--- config.mk ---
export PLATFORM = sky130hd
export DESIGN_NAME = eisc_ctrl
export DESIGN_NICKNAME = d
export VERILOG_FILES = /design/src/rtl/eisc_pkg.sv /design/src/rtl/eisc_sync.sv /design/src/rtl/eisc_line.sv /design/src/rtl/eisc_regfile.sv /design/src/rtl/eisc_ctrl.sv
export SDC_FILE = /design/constraint.sdc
export NUM_CORES = 1
export LEC_CHECK = 0
export CAP_MARGIN = 10
export CORE_UTILIZATION = 25
export DETAILED_ROUTE_END_ITERATION = 8
export GPL_TIMING_DRIVEN = 0
export PLACE_DENSITY = 0.43
export SYNTH_ARGS = -nofsm -noshare
export SYNTH_HDL_FRONTEND = slang
export SYNTH_SLANG_ARGS = --single-unit
--- constraint.sdc ---
create_clock -name clk -period 2.65 [get_ports clk]
set_input_delay 0.53 -clock clk [delete_from_list [all_inputs] [get_ports clk]]
set_output_delay 0.53 -clock clk [all_outputs]
set_load 0.02 [all_outputs]
--- src/rtl/eisc_pkg.sv ---
// Shared definitions for the external interrupt sense controller.
// Assumes byte addressing with 32-bit word-aligned registers.
package eisc_pkg;
    localparam int CFG_W = 6;

    localparam logic [CFG_W-1:0] CODE_LOW  = 6'h01;
    localparam logic [CFG_W-1:0] CODE_HIGH = 6'h02;
    localparam logic [CFG_W-1:0] CODE_FALL = 6'h04;
    localparam logic [CFG_W-1:0] CODE_RISE = 6'h08;
    localparam logic [CFG_W-1:0] CODE_BOTH = 6'h0C;

    typedef enum logic [2:0] {
        SNS_OFF, SNS_LOW, SNS_HIGH, SNS_FALL, SNS_RISE, SNS_BOTH
    } sense_e;

    // Map a stored code to a sense mode; unknown codes switch detection off.
    function automatic sense_e decode_sense(input logic [CFG_W-1:0] code);
        case (code)
            CODE_LOW:  return SNS_LOW;
            CODE_HIGH: return SNS_HIGH;
            CODE_FALL: return SNS_FALL;
            CODE_RISE: return SNS_RISE;
            CODE_BOTH: return SNS_BOTH;
            default:   return SNS_OFF;
        endcase
    endfunction
endpackage

--- src/rtl/eisc_sync.sv ---
// Two-stage synchronizer for a vector of asynchronous request lines.
// Assumes each bit is independent; no bus coherency is kept across bits.
module eisc_sync #(
    parameter int WIDTH = 32
) (
    input  logic             clk,
    input  logic             rst_n,
    input  logic [WIDTH-1:0] async_in,
    output logic [WIDTH-1:0] sync_out
);
    logic [WIDTH-1:0] stage1;

    // Move each input through two flops into the block clock domain.
    always_ff @(posedge clk) begin
        if (!rst_n) begin
            stage1   <= '0;
            sync_out <= '0;
        end else begin
            stage1   <= async_in;
            sync_out <= stage1;
        end
    end
endmodule

--- src/rtl/eisc_line.sv ---
// One line's sense detector and held event bit.
// Assumes smp is already synchronized; a clear and a new hit in the same
// cycle leave the event bit set.
module eisc_line
    import eisc_pkg::*;
(
    input  logic             clk,
    input  logic             rst_n,
    input  logic             smp,
    input  logic [CFG_W-1:0] cfg,
    input  logic             clr,
    output logic             det
);
    logic   prev;
    logic   hit;
    sense_e mode;

    assign mode = decode_sense(cfg);

    // Decide whether this cycle's sample is an event under the chosen mode.
    always_comb begin
        case (mode)
            SNS_LOW:  hit = ~smp;
            SNS_HIGH: hit = smp;
            SNS_FALL: hit = prev & ~smp;
            SNS_RISE: hit = smp & ~prev;
            SNS_BOTH: hit = smp ^ prev;
            default:  hit = 1'b0;
        endcase
    end

    // Keep the previous sample and hold events until cleared.
    always_ff @(posedge clk) begin
        if (!rst_n) begin
            prev <= 1'b0;
            det  <= 1'b0;
        end else begin
            prev <= smp;
            det  <= (det & ~clr) | hit;
        end
    end

    // a high level keeps the event bit set on the following clock.
    a_r4_level_high_holds: assert property (@(posedge clk) disable iff (!rst_n)
        (cfg == CODE_HIGH && smp) |=> det);

    // a low level keeps the event bit set on the following clock.
    a_r5_level_low_holds: assert property (@(posedge clk) disable iff (!rst_n)
        (cfg == CODE_LOW && !smp) |=> det);

    // in rising mode a new event needs a 0-to-1 sample pair.
    a_r6_rise_needs_edge: assert property (@(posedge clk) disable iff (!rst_n)
        ($past(cfg) == CODE_RISE && $rose(det)) |-> $past(smp && !prev));

    // an unlisted code never raises the event bit.
    a_r10_bad_code_silent: assert property (@(posedge clk) disable iff (!rst_n)
        (decode_sense(cfg) == SNS_OFF && !det) |=> !det);
endmodule

--- src/rtl/eisc_regfile.sv ---
// Register bank: enable mask with set/clear ports, per-line sense codes,
// event clear strobes and the combinational read mux.
// Assumes word-aligned byte addresses and NUM_LINES <= DATA_W.
module eisc_regfile
    import eisc_pkg::*;
#(
    parameter int NUM_LINES = 32,
    parameter int DATA_W    = 32,
    parameter int ADDR_W    = 9
) (
    input  logic                       clk,
    input  logic                       rst_n,
    input  logic                       bus_sel,
    input  logic                       bus_we,
    input  logic [ADDR_W-1:0]          bus_addr,
    input  logic [DATA_W-1:0]          bus_wdata,
    output logic [DATA_W-1:0]          bus_rdata,
    input  logic [NUM_LINES-1:0]       det_in,
    output logic [NUM_LINES-1:0]       en_q,
    output logic [NUM_LINES*CFG_W-1:0] cfg_flat,
    output logic [NUM_LINES-1:0]       det_clr
);
    localparam logic [ADDR_W-1:0] OFS_VIEW  = ADDR_W'(12'h000);
    localparam logic [ADDR_W-1:0] OFS_MCLR  = ADDR_W'(12'h004);
    localparam logic [ADDR_W-1:0] OFS_MSET  = ADDR_W'(12'h008);
    localparam logic [ADDR_W-1:0] OFS_EVT   = ADDR_W'(12'h100);
    localparam logic [ADDR_W-1:0] OFS_CFG   = ADDR_W'(12'h180);
    localparam int                IDX_W     = (NUM_LINES > 1) ? $clog2(NUM_LINES) : 1;
    localparam logic [ADDR_W-1:0] CFG_SPAN  = ADDR_W'(4 * NUM_LINES);

    logic [CFG_W-1:0]  cfg_q [NUM_LINES];
    logic [ADDR_W-1:0] cfg_off;
    logic              cfg_hit;
    logic [IDX_W-1:0]  cfg_idx;
    logic              wr;

    assign wr      = bus_sel && bus_we;
    assign cfg_off = bus_addr - OFS_CFG;
    assign cfg_hit = (bus_addr >= OFS_CFG) && (cfg_off < CFG_SPAN) && (bus_addr[1:0] == 2'b00);
    assign cfg_idx = cfg_off[IDX_W+1:2];

    // Enable mask: write-one-to-set and write-one-to-clear ports.
    always_ff @(posedge clk) begin
        if (!rst_n) begin
            en_q <= '0;
        end else if (wr && bus_addr == OFS_MSET) begin
            en_q <= en_q | bus_wdata[NUM_LINES-1:0];
        end else if (wr && bus_addr == OFS_MCLR) begin
            en_q <= en_q & ~bus_wdata[NUM_LINES-1:0];
        end
    end

    // Event clear strobes are live only during a write to the event register.
    assign det_clr = (wr && bus_addr == OFS_EVT) ? bus_wdata[NUM_LINES-1:0] : '0;

    // Per-line sense code storage.
    for (genvar n = 0; n < NUM_LINES; n++) begin : g_cfg
        always_ff @(posedge clk) begin
            if (!rst_n) begin
                cfg_q[n] <= '0;
            end else if (wr && cfg_hit && cfg_idx == IDX_W'(n)) begin
                cfg_q[n] <= bus_wdata[CFG_W-1:0];
            end
        end
        assign cfg_flat[n*CFG_W +: CFG_W] = cfg_q[n];
    end

    // Read data selection by address.
    always_comb begin
        bus_rdata = '0;
        if (bus_addr == OFS_VIEW)      bus_rdata = DATA_W'(det_in & en_q);
        else if (bus_addr == OFS_MCLR) bus_rdata = DATA_W'(en_q);
        else if (bus_addr == OFS_EVT)  bus_rdata = DATA_W'(det_in);
        else if (cfg_hit)              bus_rdata = DATA_W'(cfg_q[cfg_idx]);
    end

    // bits written to the set port are enabled afterwards.
    a_r2_set_takes: assert property (@(posedge clk) disable iff (!rst_n)
        (wr && bus_addr == OFS_MSET) |=>
            ((en_q & $past(bus_wdata[NUM_LINES-1:0])) == $past(bus_wdata[NUM_LINES-1:0])));

    // bits written to the clear port are disabled afterwards.
    a_r3_clr_takes: assert property (@(posedge clk) disable iff (!rst_n)
        (wr && bus_addr == OFS_MCLR) |=> ((en_q & $past(bus_wdata[NUM_LINES-1:0])) == '0));

    // without a mask write the mask does not move.
    a_r2_mask_stable: assert property (@(posedge clk) disable iff (!rst_n)
        !(wr && (bus_addr == OFS_MSET || bus_addr == OFS_MCLR)) |=> $stable(en_q));
endmodule

--- src/rtl/eisc_ctrl.sv ---
// Top of the external interrupt sense controller: synchronizer, one sense
// detector per line, the register bank and the per-line output gating.
// Assumes one clock domain for the bus; irq_in may be asynchronous.
module eisc_ctrl
    import eisc_pkg::*;
#(
    parameter int NUM_LINES = 32,
    parameter int DATA_W    = 32,
    parameter int ADDR_W    = 9
) (
    input  logic                 clk,
    input  logic                 rst_n,
    input  logic                 bus_sel,
    input  logic                 bus_we,
    input  logic [ADDR_W-1:0]    bus_addr,
    input  logic [DATA_W-1:0]    bus_wdata,
    output logic [DATA_W-1:0]    bus_rdata,
    input  logic [NUM_LINES-1:0] irq_in,
    output logic [NUM_LINES-1:0] irq_out
);
    logic [NUM_LINES-1:0]       smp;
    logic [NUM_LINES-1:0]       det;
    logic [NUM_LINES-1:0]       en_q;
    logic [NUM_LINES-1:0]       det_clr;
    logic [NUM_LINES*CFG_W-1:0] cfg_flat;

    eisc_sync #(.WIDTH(NUM_LINES)) u_sync (
        .clk(clk), .rst_n(rst_n), .async_in(irq_in), .sync_out(smp)
    );

    eisc_regfile #(.NUM_LINES(NUM_LINES), .DATA_W(DATA_W), .ADDR_W(ADDR_W)) u_regs (
        .clk(clk), .rst_n(rst_n), .bus_sel(bus_sel), .bus_we(bus_we),
        .bus_addr(bus_addr), .bus_wdata(bus_wdata), .bus_rdata(bus_rdata),
        .det_in(det), .en_q(en_q), .cfg_flat(cfg_flat), .det_clr(det_clr)
    );

    for (genvar n = 0; n < NUM_LINES; n++) begin : g_line
        eisc_line u_line (
            .clk(clk), .rst_n(rst_n), .smp(smp[n]),
            .cfg(cfg_flat[n*CFG_W +: CFG_W]), .clr(det_clr[n]), .det(det[n])
        );
    end

    // Each line reaches the CPU only when its event is held and enabled.
    assign irq_out = det & en_q;

    // the first cycle after reset shows no interrupt.
    a_r1_quiet_after_reset: assert property (@(posedge clk)
        $rose(rst_n) |-> (irq_out == '0));
endmodule

==> impl_results.md, run 1 <==
* Status: finished with violations
* Failing checks: DRC, setup timing
* Starting Density at 25.4%
* Synthesized net count at 1890
* Vias at 14700
* Post-route ant nets at 0
* Die Height at 275 µm
* Register area share after synthesis at 48.1%
* Tcrit/Tclk final at 115%
* Peak supply drop at 0.383 mV
* Yosys top cell area share at 30.9%
* Max_slew headroom at 23.9%
* Placer Congestion at 0.924
* # rows at 99
* Width of the die at 275 µm
* Vias per inst at 4.88
* Max Clk Rate at 328 MHz
* Crit path max fanout at 2
* Slew @ Worst Pin at 1140 ps
* Crit end category: output pin
* CTS Hold Buffers Added at 0
* P_sw at 0.00337 W
* Area growth syn-to-layout at 30.0%
* Top post-synthesis cells by area: edfxtp_1, dfxtp_1, and2_1
* Sink Count at 352
* CTS Buffer Depth at 3
* DP Wirelength at 50700 µm
* Most used flip-flop cell after synthesis: edfxtp_1
* Root Driver: clkbuf_16
* PD cells at 558 mW/mm²
* Finished Core Util at 33.0%
* Largest net degree at the start of global routing at 14
* Max-cap violations at 0
* Final #Nets at 2164
* Grt total ovfl at 0
* Switching Share at 25.0%
* Die Area at 0.0756 mm²
* Yosys cell types at 48
* Crit path kind: register to output pin
* CTS H-tree lvls at 2
* Startpoint types: register
* Synth warnings at 0
* Crit-path max cell delay at 500 ps
* Drt drc at 5
* R2r setup slk at 700 ps
* Tmin final at 3050 ps
* Sequential Power Share at 46.0%
* TritonCTS buffer count at 44
* Synthesized instance count at 1749
* RSZ-0062 raised after global routing: true
* First-pass GRT wire length at 98900 µm
* Share of layout cells above drive strength 1 at 19.0%
* Post-synthesis register bit count at 352
* Wirelength, routed at 68600 µm
* HP Class: register to register
* DRT Pass-1 Iters at 7
* Post-synth top area cell: edfxtp_1
* Worst Setup Slack, final at -395 ps
* Gate power share at 9.2%
* Antenna cells at 0
* Dpl ws at -2410 ps
* Num ports at 141
* CP cell instances: mux4_2, a22oi_1, nand4_1, o21ai_1, a21oi_2, buf_4
* Clock slew seen by the registers of the worst setup and hold paths at 60 ps
* Vias in the first global route at 14700
* Final setup viols at 32
* Data arrival, critical path at 2520 ps
* CTS tree: yes
* EDFF count, synth at 192
* Clock power frac at 44.8%
* Clock Skew at 23.9 ps
* Final hold slack at 429 ps
* Syn_area_per_cell at 10.7 µm²
* Mapped cell area at 0.0186 mm²
* Later-pin clock latency in the skew report at 590 ps
* Starting DRT DRC Count at 915
* Pleak at 8.90 nW
* Wire length per cell at 22.7 µm
* Post-synth ARST share at 0%
* Initial antenna violation count at 5
* CP max-delay cell: mux4_2
* Cell-internal power at 0.0101 W
* Total track usage at 18.0%
* IO buf count at 138
* Pins Over Slew Limit at 0
* Worst Path Required at 2120 ps
* Core Area at 0.0733 mm²
* Fin. Hold Viols at 0
[critical path: cells and delay by family, from the launching register on]
kind | cells | cell delay (ps)
buffers and inverters | 1 | 170
and+or+nand+nor | 1 | 360
AOI/OAI and AO/OA | 3 | 490
muxes | 1 | 500
DFF | 1 | 420
[layer usage]
layer	global-route usage [%]	share of wire (%)	wire length, µm	up-vias
met5	0	0	0	-
met4	5.73	3.3	2280	0
met3	3.08	5.4	3730	120
met2	31.6	49	33800	448
met1	22.2	42	28800	7280
li1	-	-	-	6884
[power groups by stage]
stage	Clock (W)	Combinational, W	Sequential, W
detailed placement	0	0.00107	0.00635
floorplan	0	0.000602	0.00623
finish	0.00605	0.00125	0.00621
global placement	0	0.00106	0.00635
global route	0.00642	0.00133	0.00624
CTS	0.00620	0.00121	0.00622
[placed cells by master, fill, tap and decap left out, types with 36 or more instances in the layout]
cell / count
and2_1: 289
clkdlybuf4s50_1: 98
buf_6: 47
nand2_1: 114
mux4_2: 37
clkbuf_16: 54
nor2_1: 101
o21ai_0: 36
mux2_2: 44
a22oi_1: 37
edfxtp_1: 192
ha_1: 64
buf_4: 79
clkbuf_1: 51
dfxtp_1: 160
nor2b_1: 36
mux2i_1: 42
inv_1: 97
[registers in the layout, summed over array words and instances (netlist names), named ones only]
signal and count:
u_sync.sync_out 32, u_sync.stage1 32, u_regs.cfg_q 192, g_line.u_line.det 32, g_line.u_line.prev 32
[final cells by class]
class | count | area [µm²]
Multi-Input combinational cell | 1216 | 9310
Timing Repair Buffer | 233 | 2310
Clock inverter | 16 | 161
Tap cell | 959 | 1200
Fill cell | 7427 | 49100
Inverter | 98 | 368
Sequential cell | 352 | 8970
Clock buffer | 65 | 1270
Buffer | 78 | 648
[what timing repair did]
item	4_1_cts	5_1_grt
hold endpoints to repair	0	0
pin swaps	28	30
cloned	4	2
gates resized for setup	375	33
buffers inserted	66	24
setup endpoints to repair	479	302
[metrics by stage]
| step | area (µm²) | TNS [ps] | power [W] | cells |
|---|---|---|---|---|
| 3_3_place_gp | 21400 | -535020 | 0.00741 | 2846 |
| 5_1_grt | 24200 | -6120 | 0.0140 | 3017 |
| 4_1_cts | 23900 | -5660 | 0.0136 | 2993 |
| 2_1_floorplan | 18800 | -187 | 0.00683 | 1749 |
| 6_report | 24200 | -5250 | 0.0135 | 3017 |
| 3_5_place_dp | 21400 | -550410 | 0.00743 | 2846 |
[logic make-up (layout without fill, tap and decap cells)]
| logic type | after synthesis | after routing | synth area share (%) |
|---|---|---|---|
| and+or+nand+nor | 739 | 739 | 23.1 |
| DFF | 352 | 352 | 48.1 |
| AOI/OAI and AO/OA | 258 | 258 | 9.56 |
| buffers and inverters | 181 | 490 | 4.03 |
| muxes | 123 | 123 | 9.39 |
| adders and majority gates | 64 | 64 | 4.30 |
| xor gates and xnor gates | 32 | 32 | 1.50 |
[cell usage after synthesis, drive strengths merged (2+ instances only)]
| cell type | n |
|---|---|
| mux4 | 37 |
| mux2i | 42 |
| or4 | 2 |
| nand2 | 115 |
| nor4 | 35 |
| inv | 97 |
| a21o | 26 |
| a21oi | 8 |
| nor3b | 33 |
| a22oi | 42 |
| nor4b | 32 |
| a221oi | 3 |
| ha | 64 |
| nand4 | 3 |
| edfxtp | 192 |
| a32oi | 32 |
| a211o | 5 |
| clkbuf | 54 |
| nor2b | 37 |
| nor2 | 104 |
| o221ai | 3 |
| mux2 | 44 |
| and2 | 289 |
| nor3 | 35 |
| o21ai | 74 |
| a31oi | 32 |
| dfxtp | 160 |
| nand4b | 32 |
| o22ai | 2 |
| a22o | 31 |
| nand3b | 2 |
| xor2 | 32 |
| buf | 29 |
| nand3 | 15 |
[worst paths after layout]
kind	cells past startpoint	endpoint	start
hold / removal	1	u_sync.sync_out[20]$_SDFF_PN0_	u_sync.stage1[20]$_SDFF_PN0_
setup / recovery	6	bus_rdata[4]	u_regs.cfg_q[28][4]$_SDFFCE_PN0P_
hold reg to reg	1	u_sync.sync_out[20]$_SDFF_PN0_	u_sync.stage1[20]$_SDFF_PN0_
setup reg to reg	7	g_line[20].u_line.det$_SDFF_PN0_	u_regs.cfg_q[20][2]$_SDFFCE_PN0P_
(Power assumes the default switching activity.)
==> run 2: changes to the inputs <==
--- a/config.mk
+++ b/config.mk
@@ -10,6 +10,7 @@
 export DETAILED_ROUTE_END_ITERATION = 8
 export GPL_TIMING_DRIVEN = 0
 export PLACE_DENSITY = 0.43
+export SLEW_MARGIN = 20
 export SYNTH_ARGS = -nofsm -noshare
 export SYNTH_HDL_FRONTEND = slang
 export SYNTH_SLANG_ARGS = --single-unit
==> results of run 2 <==
The final DEF is identical to that of run 1; final timing and power are the same.
==> run 3: changes to the inputs <==
--- a/config.mk
+++ b/config.mk
@@ -5,10 +5,13 @@
 export SDC_FILE = /design/constraint.sdc
 export NUM_CORES = 1
 export LEC_CHECK = 0
+export ABC_CLOCK_PERIOD_IN_PS = 2650
 export CAP_MARGIN = 10
 export CORE_UTILIZATION = 25
 export DETAILED_ROUTE_END_ITERATION = 8
 export GPL_TIMING_DRIVEN = 0
+export HOLD_SLACK_MARGIN = 0.15
+export MAX_ROUTING_LAYER = met4
 export PLACE_DENSITY = 0.43
 export SLEW_MARGIN = 20
 export SYNTH_ARGS = -nofsm -noshare
==> impl_results.md, run 3 (synthesized netlist as in run 1, its figures left out) <==
* Status: finished with violations
* Failing checks: DRC, setup timing
* Drt drc at 5 (unchanged)
* Area growth syn-to-layout at 29.7%
* Max_slew headroom at 28.0% (+4.1 points)
* Vias at 14700 (-0.095%)
* Largest net degree at the start of global routing at 13 (-1)
* Total negative slack at -3590 ps (+1660 ps)
* Vias per inst at 4.88 (about the same)
* Crit path max fanout at 2 (unchanged)
* TritonCTS buffer count at 45 (+2.3%)
* Antenna cells at 0 (unchanged)
* Sum of buffers and inverters on the critical path at 1 (unchanged)
* Max reg flops at 192 (unchanged)
* Post-route ant nets at 0 (unchanged)
* Initial antenna violation count at 2 (-3)
* DRT Pass-1 Iters at 7 (unchanged)
* DP Wirelength at 50800 µm (+0.22%)
* Largest Register: u_regs.cfg_q
* Crit path kind: register to output pin
* Width of the die at 275 µm (unchanged)
* DR top layer: met4
* Placer Congestion at 0.933 (+0.90%)
* Final total power at 0.0135 W (-0.20%)
* Final #Nets at 2160 (-0.18%)
* Area of the multi-input gates at 0.00931 mm² (about the same)
* CP max-delay cell: mux4_2
* Final setup viols at 32 (unchanged)
* WL met2 at 34800 µm (+2.8%)
* Final hold slack at 427 ps (-2.11 ps)
* Clock Skew at 9.36 ps (-14.6 ps)
* Worst Setup Slack, final at -342 ps (+53.1 ps)
* Startpoint types: register
* Data arrival, critical path at 2460 ps (-60 ps)
* HP Class: register to register
* IO buf count at 138 (unchanged)
* Root Driver: clkbuf_16
* Later-pin clock latency in the skew report at 590 ps (about the same)
* Most frequent cells in the layout: and2_1, edfxtp_1, dfxtp_1
* Wire length per cell at 23.0 µm (+1.2%)
* Die Height at 275 µm (unchanged)
* # rows at 99 (unchanged)
* Num ports at 141 (unchanged)
* Max-cap violations at 0 (unchanged)
* Starting DRT DRC Count at 979 (+7.0%)
* Placed instance area at 0.0214 mm² (about the same)
* PD cells at 558 mW/mm² (about the same)
* CTS Buffer Depth at 3 (unchanged)
* Max Clk Rate at 334 MHz (+1.8%)
* Starting Density at 25.4% (unchanged)
* Commonest non-fill, non-tap cell in the layout: and2_1
* Wirelength, routed at 69400 µm (+1.1%)
* Core Area at 0.0733 mm² (unchanged)
* CTS H-tree lvls at 2 (unchanged)
* RSZ-0062 raised after global routing: true
* First-pass GRT wire length at 99300 µm (+0.35%)
* Hold_sp: u_sync.stage1[13]$_SDFF_PN0_
* Tcrit/Tclk final at 113% (-2.0 points)
* Crit-path max cell delay at 550 ps (+50 ps)
* Peak supply drop at 0.395 mV (+2.9%)
* Vias in the first global route at 14800 (+0.86%)
* Finished Core Util at 33.0% (-0.079 points)
* Clock slew seen by the registers of the worst setup and hold paths at 60 ps (about the same)
* Sink Count at 352 (unchanged)
* FF/Latch Area at 0.00897 mm² (unchanged)
* Origin of the worst setup path: u_regs.cfg_q[27][3]$_SDFFCE_PN0P_
* Number of fill cells at 7485 (+0.78%)
* Crit end category: output pin
* Total track usage at 18.7% (+0.68 points)
* Slew @ Worst Pin at 1080 ps (-61.3 ps)
* Pleak at 8.90 nW (about the same)
* Met1 wire length at 29300 µm (+1.6%)
* Worst Path Required at 2120 ps (about the same)
* Delay-heaviest family, CP: compound AO/OA/AOI/OAI gates
* Grt total ovfl at 0 (unchanged)
* CP cell instances: mux4_2, a22o_1, a211o_1, nand3_4, a21oi_2, buf_4
* Share of layout cells above drive strength 1 at 19.3% (+0.22 points)
* Reg2reg start: u_regs.cfg_q[23][5]$_SDFFCE_PN0P_
* Final Cell Area at 0.0242 mm² (-0.24%)
* Die Area at 0.0756 mm² (unchanged)
* Pins Over Slew Limit at 0 (unchanged)
* Fin. Hold Viols at 0 (unchanged)
* CTS tree: yes
* Tmin final at 2990 ps (-53.1 ps)
* Met3 wire len at 3200 µm (-14%)
run 3: changes by cell type in the layout (fill, tap and decap cells not counted), sizes merged:
cell           before  now
buf               156  153
bufinv              3    1
clkbuf            120  114
clkdlybuf4s15       2    1
clkinv             11   19
inv                99  100
run 3: through the flow:
step	instances	setup WS (ps)
2_1_floorplan	1749	-22.4
3_3_place_gp	2846	-2490
3_5_place_dp	2846	-2280
4_1_cts	3006	-370
5_1_grt	3014	-392
6_report	3014	-342
run 3: cell type report:
| type | instances | area share (%) |
|---|---|---|
| Buffer | 78 | 2.71 |
| Clock buffer | 60 | 5.37 |
| Clock inverter | 23 | 0.590 |
| Inverter | 98 | 1.52 |
| Multi-Input combinational cell | 1216 | 38.5 |
| Sequential cell | 352 | 37.1 |
| Tap cell | 959 | 4.96 |
| Timing Repair Buffer | 228 | 9.23 |
run 3: timing repair:
action | 4_1_cts | 5_1_grt
endpoints found under the setup margin | 480 | 305
gates resized for setup | 380 | 28
pin swaps | 27 | 32
cloned | 4 | 2
setup buffers | 77 | 10
hold buffers | 0 | 0
run 3: final timing paths:
path                                       to  slack [ps]  cells past startpoint
max                              bus_rdata[3]        -340                      6
min            u_sync.sync_out[13]$_SDFF_PN0_         430                      1
min reg2reg    u_sync.sync_out[13]$_SDFF_PN0_         430                      1
max reg2reg  g_line[23].u_line.det$_SDFF_PN0_         650                      7
run 3: routing by layer:
metal  track usage, %  up-vias
met4             6.06        0
met1             22.1     7338
met3             3.20      114
met5                -        -
met2             32.1      394
li1                 -     6872
run 3: where the power goes:
part	total (W)	internal [W]	switching, W
logic	0.00125	0.000553	0.000695
clock network	0.00602	0.00353	0.00249
registers	0.00621	0.00597	0.000240
total	0.0135	0.0101	0.00342
